File: config.mk
export PLATFORM = sky130hd
export DESIGN_NAME = tiled_addr_gen
export DESIGN_NICKNAME = d
export VERILOG_FILES = /design/src/rtl/tiled_addr_pkg.sv /design/src/rtl/tiled_field_map.sv /design/src/rtl/tiled_addr_ctrl.sv /design/src/rtl/tiled_addr_datapath.sv /design/src/rtl/tiled_addr_gen.sv
export SDC_FILE = /design/constraint.sdc
export NUM_CORES = 1
export LEC_CHECK = 0
export ABC_AREA = 1
export CORE_AREA = 4 4 131 133
export CTS_BUF_LIST = sky130_fd_sc_hd__clkbuf_4
export DETAILED_ROUTE_END_ITERATION = 8
export DIE_AREA = 0 0 135 137
export DONT_BUFFER_PORTS = 1
export HOLD_SLACK_MARGIN = 0.06
export PLACE_DENSITY = 0.64
export SLEW_MARGIN = 20
export SYNTH_ARGS = -nofsm -noshare
export SYNTH_HDL_FRONTEND = slang
export SYNTH_SLANG_ARGS = --single-unit
File: constraint.sdc
create_clock -name clk -period 4 [get_ports clk]
set_clock_uncertainty 0.05 [all_clocks]
set_input_delay 0.4 -clock clk [delete_from_list [all_inputs] [get_ports clk]]
set_output_delay 0.4 -clock clk [all_outputs]
set_load 0.01 [all_outputs]
File: src/rtl/tiled_addr_pkg.sv
package tiled_addr_pkg;

  typedef enum logic [1:0] {
    FMT_PIX8  = 2'd0,
    FMT_PIX16 = 2'd1,
    FMT_PIX32 = 2'd2,
    FMT_PAGE  = 2'd3
  } pixFmt_e;

  typedef struct packed {
    logic swapXY;
    logic mirrorY;
    logic mirrorX;
  } orient_t;

  typedef struct packed {
    logic load;
  } ctrlStrobe_t;

endpackage

File: src/rtl/tiled_field_map.sv
module tiled_field_map
  import tiled_addr_pkg::*;
#(
  parameter int CONT_W_BITS = 14,
  parameter int CONT_H_BITS = 13,
  parameter int SLOT_W_BITS = 6,
  parameter int SLOT_H_BITS = 6,
  parameter int COORD_W     = 16,
  parameter int OFF_W       = CONT_W_BITS + CONT_H_BITS,
  parameter int STRIDE_W    = 21
) (
  input  pixFmt_e               fmt,
  input  orient_t               orient,
  input  logic [COORD_W-1:0]    xIn,
  input  logic [COORD_W-1:0]    yIn,
  output logic [OFF_W-1:0]      byteOff,
  output logic                  rangeErr,
  output logic [STRIDE_W-1:0]   stride
);

  localparam int WIDE = OFF_W + COORD_W + 2;

  logic [7:0]      xShift, yShift, xBits, yBits;
  logic [WIDE-1:0] xMask, yMask, xVal, yVal, combined, scaled;

  // geometry per format
  always_comb begin
    unique case (fmt)
      FMT_PIX8:  begin xShift = 8'd0; yShift = 8'd0; end
      FMT_PIX16: begin xShift = 8'd0; yShift = 8'd1; end
      FMT_PIX32: begin xShift = 8'd1; yShift = 8'd1; end
      default:   begin xShift = 8'(SLOT_W_BITS); yShift = 8'(SLOT_H_BITS); end
    endcase
    xBits = 8'(CONT_W_BITS) - xShift;
    yBits = 8'(CONT_H_BITS) - yShift;
  end

  // range check, mirroring and field combination
  always_comb begin
    xMask    = (WIDE'(1) << xBits) - WIDE'(1);
    yMask    = (WIDE'(1) << yBits) - WIDE'(1);
    xVal     = WIDE'(xIn);
    yVal     = WIDE'(yIn);
    rangeErr = (xVal > xMask) || (yVal > yMask);
    if (orient.mirrorX) xVal = xVal ^ xMask;
    if (orient.mirrorY) yVal = yVal ^ yMask;
    if (orient.swapXY) combined = (xVal << yBits) + yVal;
    else               combined = (yVal << xBits) + xVal;
    scaled  = combined << (xShift + yShift);
    byteOff = scaled[OFF_W-1:0];
  end

  // stride follows the axis that forms the high-order field
  always_comb begin
    if (orient.swapXY) stride = STRIDE_W'(1) << (8'(CONT_H_BITS) + xShift);
    else               stride = STRIDE_W'(1) << (8'(CONT_W_BITS) + yShift);
  end

endmodule

File: src/rtl/tiled_addr_ctrl.sv
module tiled_addr_ctrl
  import tiled_addr_pkg::*;
(
  input  logic        clk,
  input  logic        rstN,
  input  logic        inValid,
  output logic        inReady,
  output logic        outValid,
  input  logic        outReady,
  output ctrlStrobe_t strobe
);

  logic holdValid;

  assign inReady     = !holdValid || outReady;
  assign strobe.load = inValid && inReady;
  assign outValid    = holdValid;

  always_ff @(posedge clk or negedge rstN) begin
    if (!rstN)            holdValid <= 1'b0;
    else if (strobe.load) holdValid <= 1'b1;
    else if (outReady)    holdValid <= 1'b0;
  end

endmodule

File: src/rtl/tiled_addr_datapath.sv
module tiled_addr_datapath
  import tiled_addr_pkg::*;
#(
  parameter int CONT_W_BITS = 14,
  parameter int CONT_H_BITS = 13,
  parameter int SLOT_W_BITS = 6,
  parameter int SLOT_H_BITS = 6,
  parameter int COORD_W     = 16,
  parameter int ADDR_W      = 32,
  parameter int STRIDE_W    = 21
) (
  input  logic                clk,
  input  logic                rstN,
  input  ctrlStrobe_t         strobe,
  input  logic [1:0]          inFmt,
  input  logic [2:0]          inOrient,
  input  logic [COORD_W-1:0]  inX,
  input  logic [COORD_W-1:0]  inY,
  output logic [ADDR_W-1:0]   outAddr,
  output logic                outErr,
  output logic [STRIDE_W-1:0] outStride
);

  localparam int OFF_W = CONT_W_BITS + CONT_H_BITS;

  logic [OFF_W-1:0]    byteOff;
  logic                rangeErr;
  logic [STRIDE_W-1:0] stride;
  logic [ADDR_W-1:0]   addrNext;

  tiled_field_map #(
    .CONT_W_BITS(CONT_W_BITS), .CONT_H_BITS(CONT_H_BITS),
    .SLOT_W_BITS(SLOT_W_BITS), .SLOT_H_BITS(SLOT_H_BITS),
    .COORD_W(COORD_W), .OFF_W(OFF_W), .STRIDE_W(STRIDE_W)
  ) u_map (
    .fmt     (pixFmt_e'(inFmt)),
    .orient  (orient_t'(inOrient)),
    .xIn     (inX),
    .yIn     (inY),
    .byteOff (byteOff),
    .rangeErr(rangeErr),
    .stride  (stride)
  );

  assign addrNext = rangeErr ? '0 : {inFmt, inOrient, byteOff};

  always_ff @(posedge clk or negedge rstN) begin
    if (!rstN) begin
      outAddr   <= '0;
      outErr    <= 1'b0;
      outStride <= '0;
    end else if (strobe.load) begin
      outAddr   <= addrNext;
      outErr    <= rangeErr;
      outStride <= stride;
    end
  end

endmodule

File: src/rtl/tiled_addr_gen.sv
module tiled_addr_gen
  import tiled_addr_pkg::*;
#(
  parameter int CONT_W_BITS = 14,
  parameter int CONT_H_BITS = 13,
  parameter int SLOT_W_BITS = 6,
  parameter int SLOT_H_BITS = 6,
  parameter int COORD_W     = 16,
  parameter int ADDR_W      = CONT_W_BITS + CONT_H_BITS + 5,
  parameter int STRIDE_W    = ((CONT_W_BITS > CONT_H_BITS) ? CONT_W_BITS : CONT_H_BITS)
                            + ((SLOT_W_BITS > SLOT_H_BITS) ? SLOT_W_BITS : SLOT_H_BITS) + 1
) (
  input  logic                clk,
  input  logic                rstN,
  input  logic                inValid,
  output logic                inReady,
  input  logic [1:0]          inFmt,
  input  logic [2:0]          inOrient,
  input  logic [COORD_W-1:0]  inX,
  input  logic [COORD_W-1:0]  inY,
  output logic                outValid,
  input  logic                outReady,
  output logic [ADDR_W-1:0]   outAddr,
  output logic                outErr,
  output logic [STRIDE_W-1:0] outStride
);

  ctrlStrobe_t strobe;

  tiled_addr_ctrl u_ctrl (
    .clk(clk), .rstN(rstN), .inValid(inValid), .inReady(inReady),
    .outValid(outValid), .outReady(outReady), .strobe(strobe)
  );

  tiled_addr_datapath #(
    .CONT_W_BITS(CONT_W_BITS), .CONT_H_BITS(CONT_H_BITS),
    .SLOT_W_BITS(SLOT_W_BITS), .SLOT_H_BITS(SLOT_H_BITS),
    .COORD_W(COORD_W), .ADDR_W(ADDR_W), .STRIDE_W(STRIDE_W)
  ) u_dp (
    .clk(clk), .rstN(rstN), .strobe(strobe),
    .inFmt(inFmt), .inOrient(inOrient), .inX(inX), .inY(inY),
    .outAddr(outAddr), .outErr(outErr), .outStride(outStride)
  );

endmodule

* Word level (Yosys, flattened, before mapping)
Cells that the tools add are included.
** Cells by class
- Bitwise operators :: 2
- Reductions and logical operators :: 8
- Equality and inequality tests :: 2
- Shifts and indexed selects :: 7
- Mux-type cells :: 9
- Order comparisons :: 2
- Add/sub/neg operators :: 9
** Operators by type and width (count)
- 45-bit two-way mux :: 3
- 45-bit adder :: 2
- 16-bit by 45-bit greater-than comparator with 1-bit output :: 2
- 1-bit by 8-bit << shifter with 45-bit output, first input constant :: 2
- 45-bit by 8-bit << shifter with 45-bit output :: 2
- 45-bit by 2-bit subtractor with 45-bit output, second input constant :: 2
- 16-bit by 45-bit XOR with 45-bit output :: 2
- 45-bit by 8-bit << shifter with 27-bit output :: 1
- 1-bit by 8-bit << shifter with 21-bit output, first input constant :: 2
- 32-bit two-way mux :: 1
- 21-bit two-way mux :: 1
- 4-bit by 8-bit adder with 8-bit output, first input constant :: 2
- 3-bit one-hot mux with 2 select lines :: 2
- 8-bit adder :: 1
- 4-bit by 8-bit subtractor with 8-bit output, first input constant :: 1
- 4-bit by 3-bit subtractor with 5-bit output, first input constant :: 1
- 2-bit OR reduction :: 2
- 2-bit by 1-bit == test with 1-bit output, second input constant :: 1
- 2-bit == test, second input constant :: 1
- 2-bit logical NOT :: 1
- 1-bit logical OR :: 2
- 1-bit two-way mux :: 2
- 2-bit nonzero test :: 1
- 1-bit logical AND :: 1
- 1-bit logical NOT :: 1
** Storage, ports and cells
- Output and inout port bits :: 56
- Input bits :: 41
- Logic and storage cells :: 43
- Flip-flop bits (word level) :: 55

* Logic depth before layout (Yosys ltp)
- Depth in word-level cells :: 13
- Mapped depth :: 28
- Depth with buffers taken out :: 27

* Hierarchy
A second synthesis with hierarchy kept.
** Unflattened totals
- Cell total of the unflattened synthesis :: 1469
- Area, all modules :: 8660.8 µm²
** By module, submodules not included
- tiled_field_map :: area an instance 6481.2 µm², instances 1, seq. area each 0.0 µm², cells an instance 1231
- tiled_addr_datapath :: area an instance 2134.5 µm², instances 1, seq. area each 1351.3 µm², cells an instance 232
- tiled_addr_ctrl :: area an instance 45.0 µm², instances 1, seq. area each 25.0 µm², cells an instance 6

* Worst setup path before layout
OpenSTA, ideal clock, no wires.
- Path kind :: input-to-reg
- Start point :: input port inFmt[0]
- End point :: register u_dp.outAddr[26]
- Path slack :: 0.491 ns
- Required time :: 3.834 ns
- Data arrival time :: 3.343 ns
- Library setup time :: 0.116 ns
- Stages :: 22
- Path buffers :: 1
- Cell sequence :: ha_1 buf_6 xor2_2 o21ai_0 o22ai_1 o21ai_0 ha_1 a21oi_1 o21a_1 nor2_1 nor2_1 inv_1 a211oi_1 nand2_1 nand2_1 nand3_1 nand3_1 nand2_1 nand2_1 nand3_1 nand2_1 nand2_1
** On the way
- Word-level cells in the longest chain between the ends :: 13
** RTL lines
- start, declared :: line tiled_addr_gen.sv:17 : input logic [1:0] inFmt,
- 2-bit == test, or another cell as far along :: line tiled_field_map.sv:28 : unique case (fmt)
- 2-bit OR reduction (no line)
- 3-bit one-hot mux with 2 select lines :: line tiled_field_map.sv:28
- 4-bit by 8-bit subtractor with 8-bit output / 4-bit by 3-bit subtractor with 5-bit output (equally long branches) :: line tiled_field_map.sv:35, tiled_field_map.sv:34
- 1-bit by 8-bit << shifter with 45-bit output, on equally long branches :: line tiled_field_map.sv:41, tiled_field_map.sv:40
- 45-bit by 2-bit subtractor with 45-bit output, on equally long branches :: line tiled_field_map.sv:41, tiled_field_map.sv:40
- 16-bit by 45-bit XOR with 45-bit output, on equally long branches :: line tiled_field_map.sv:46, tiled_field_map.sv:45
- 45-bit two-way mux, on equally long branches :: line tiled_field_map.sv:46, tiled_field_map.sv:45
- 45-bit by 8-bit << shifter with 45-bit output, on equally long branches :: line tiled_field_map.sv:48, tiled_field_map.sv:47
- 45-bit adder, on equally long branches :: line tiled_field_map.sv:48, tiled_field_map.sv:47
- 45-bit two-way mux :: line tiled_field_map.sv:47 : if (orient.swapXY) combined = (xVal << yBits) + yVal;
- 45-bit by 8-bit << shifter with 27-bit output :: line tiled_field_map.sv:49 : scaled = combined << (xShift + yShift);
- 32-bit two-way mux (*) :: line tiled_addr_datapath.sv:45 : assign addrNext = rangeErr ? '0 : {inFmt, inOrient, byteOff};
- end signal, assigned :: line tiled_addr_datapath.sv:53 : outAddr <= addrNext;
- end, declared :: line tiled_addr_datapath.sv:19 : output logic [ADDR_W-1:0] outAddr,
Every way passes the cells marked *; elsewhere a longest branch is shown, timed or not.
A chain may end at the register's enable or synchronous reset.

* Worst setup path after layout
- Start point :: input port inFmt[0]
- End point :: register u_dp.outAddr[17]
The elaborated chain is that of the path after synthesis.

==> out/metrics.cfg <==
[run_status]
status=finished clean

[critical_path]
crit_type=in2reg
crit_required_ns=4.25
cp_max_fo=22
cp-end-kind=flip-flop
start_kind=primary input
cp.arrival_ns=3.70

[sta]
rsz0062_at_grt=no
fin_crit_sh=0.863
worst_slack_ns=0.549
maxSlewViolCount=0
tightest_slew_ns=0.714
max_clock_freq_mhz=290
fin_setup_tns_ns=0
finalSetupViolCount=0
finalHoldViolations=0
layout_min_cycle_time_ns=3.45
relSlewSlack=0.521

[die]
core.rowCount=46
die_area_um2=18500
core_area_um2=15800
die_h_um=137
start_util=0.510
ioPinCount=97
die_width_um=135

[place]
gp_congestion=0.984
port_buffers=0
dp_hpwl_um=24600
place_ws_ns=0.132

[yosys]
synth_mux_area_frac=0.00124
synthSimpleGateAreaFrac=0.425
ys_seq_elements=55
synth.avg_cell_area_um2=5.98
synth_compound_area_frac=0.180
synthAdderAreaFrac=0.107
synthCells=1349
synth_seq_area_share=0.171
synth_enable_flop_cells=0
synth_xor_area_frac=0.0109
ys.flop_type=dfrtp_1
synth_top_family_by_area=simple AND/OR/NAND/NOR gates
ys_types=59
yosysWarnings=0
syn_area_um2=8070
synthArstFlopShare=1.00

[pwr]
peakVddDrop_v=0.000128
power_w=0.00240
p_leak_nw=4.68
p_per_area_nw_per_um2=272

[drt]
wl_per_cell_um=18.2
initialDrtViolationCount=824
dr.pass1.iters=6
vias_per_cell=5.70
vias=9235
wl_um=29500
ant_nets=0
route.detailed.drc=0

[grt]
antenna_found_initial=1
grt.total_usage=0.321
gr-total-overflow=0
grt_max_degree=56
grt_pass1_wl_um=46400
grt_pass1_vias=8634

[finish]
nNetsFinal=1512
drive_above_1_share=0.112
area_delta_synth_final_pct=9.32

[min_path]
min_path_type=in2reg

[clock_tree]
h-tree-depth=2
cts.repair.resized=0
cts_tree=done
hold_buffers=2
clockRootBuffer=clkbuf_4
clkLatencyLatePin_ns=0.39
clk_path_buf_depth=2
cts_setup_buffers=0
clk_pin_slew_ns=0.16
clock-sinks=55
cts_buffers=5

[flow_run]
drv_cap=0

-- sequential cells by signal, indices dropped and copies added, names as in the netlist --
register,count
u_dp.outErr,1
u_ctrl.outValid,1
u_dp.outAddr,32
u_dp.outStride,21
-- cells in the final DEF, fill, tap and decap left out, drive strengths merged, types with 20 or more instances in the layout --
master	synthesis	layout
nand2	424	424
nand3	180	180
inv	149	150
o21ai	115	115
nor2	104	104
buf	27	75
ha	69	69
a21oi	69	69
dfrtp	55	55
conb	2	20
-- final timing paths --
path                              startpoint            endpoint  slack, ns  cells past startpoint
setup / recovery                    inFmt[0]    u_dp.outAddr[17]       0.55                     20
hold / removal                   inOrient[2]  u_dp.outStride[18]       0.18                      2
setup reg to reg             u_ctrl.outValid     u_dp.outAddr[6]       1.91                      9
hold reg to reg            u_dp.outStride[0]   u_dp.outStride[0]       0.51                      2
max in group asynchronous               rstN     u_dp.outAddr[6]       3.15                      2
min in group asynchronous               rstN     u_dp.outAddr[7]       0.51                      2
-- where the power goes --
part,internal (W),total [W],switching [W]
Clock,0.0000782,0.000265,0.000187
Sequential,0.000623,0.000713,0.0000903
Combinational,0.000504,0.00142,0.000916
Total,0.00120,0.00240,0.00119
-- area by class of cell --
class                           count  area, um2
Inverter                          155        589
Tap cell                          216        270
Clock buffer                        6       45.0
Clock inverter                      2       16.3
Fill cell                        1701       7010
Multi-Input combinational cell   1109       5920
Sequential cell                    55       1380
Timing Repair Buffer               76        606
Antenna cell                        1       2.50
-- synth_stat cells (2+ instances only) --
cell type  count  area [um2]
clkinv_1       6        22.5
nand4_1       15        93.8
a211oi_1       4        30.0
nor4_1         5        31.3
buf_4          4        30.0
inv_4          3        18.8
clkbuf_1      21        78.8
o21bai_1       2        15.0
o21ai_0       98         490
nor2_2         3        18.8
o211ai_1       7        52.6
o21a_1         7        52.6
o21ai_1       14        70.1
nand3_1      166         831
a31oi_1        6        37.5
or2_1          4        25.0
a21o_1         5        37.5
a22o_1        10        87.6
buf_6          6        67.6
nor2_4         3        33.8
xor2_1         5        43.8
dfrtp_1       55        1380
inv_1        134         503
o22ai_1       10        62.6
nand2_1      399        1500
nand2_4        4        45.0
nand2_2       21         131
nand3_2       13         130
inv_2         12        45.0
ha_1          69         863
nor2_1        97         364
conb_1         2        7.51
o21ai_2        3        26.3
buf_1          5        18.8
a21oi_1       68         340
o221ai_1       7        61.3
nand3b_1       6        45.0
buf_2         12        60.1
nor3_1        18        90.1
-- per-layer routing --
| metal | global-route usage | wire (um) | vias to the layer above |
|---|---|---|---|
| met2 | 0.537 | 13500 | 374 |
| met3 | 0.0684 | 2630 | 42 |
| li1 | - | - | 4586 |
| met1 | 0.419 | 12600 | 4233 |
| met5 | 0 | 0 | - |
| met4 | 0.0918 | 737 | 0 |
-- worst max-delay path, stage by stage --
cell	delay (ns)
ha_1	0.21
buf_12	0.17
ha_1	0.33
o21ai_0	0.29
o21ai_0	0.16
nand2_1	0.07
o21ai_0	0.13
o21ai_0	0.18
ha_1	0.29
a21oi_1	0.17
o21ai_0	0.10
a21oi_1	0.12
nand2_1	0.09
o21ai_0	0.28
buf_4	0.18
nand3_1	0.10
nand3_1	0.11
nand3_1	0.13
nand2_1	0.11
nand2_1	0.05
-- cell families after synthesis --
kind of cell	count (synthesis)
xor+xnor	7
simple gates	762
other cells	2
fa+ha+maj	69
mux	1
buf+inv	203
compound gates	250
flops	55
-- per-stage QoR --
step	hold WS [ns]	instances	cell area, um2	util
3_3_place_gp	0.0556	1609	8720	0.551
4_1_cts	0.169	1619	8820	0.557
5_1_grt	0.167	1620	8820	0.557
3_5_place_dp	0.0557	1609	8720	0.551
6_report	0.181	1620	8820	0.557
2_1_floorplan	0.0544	1367	8140	-
No activity file was read; power rests on OpenSTA's default activity.
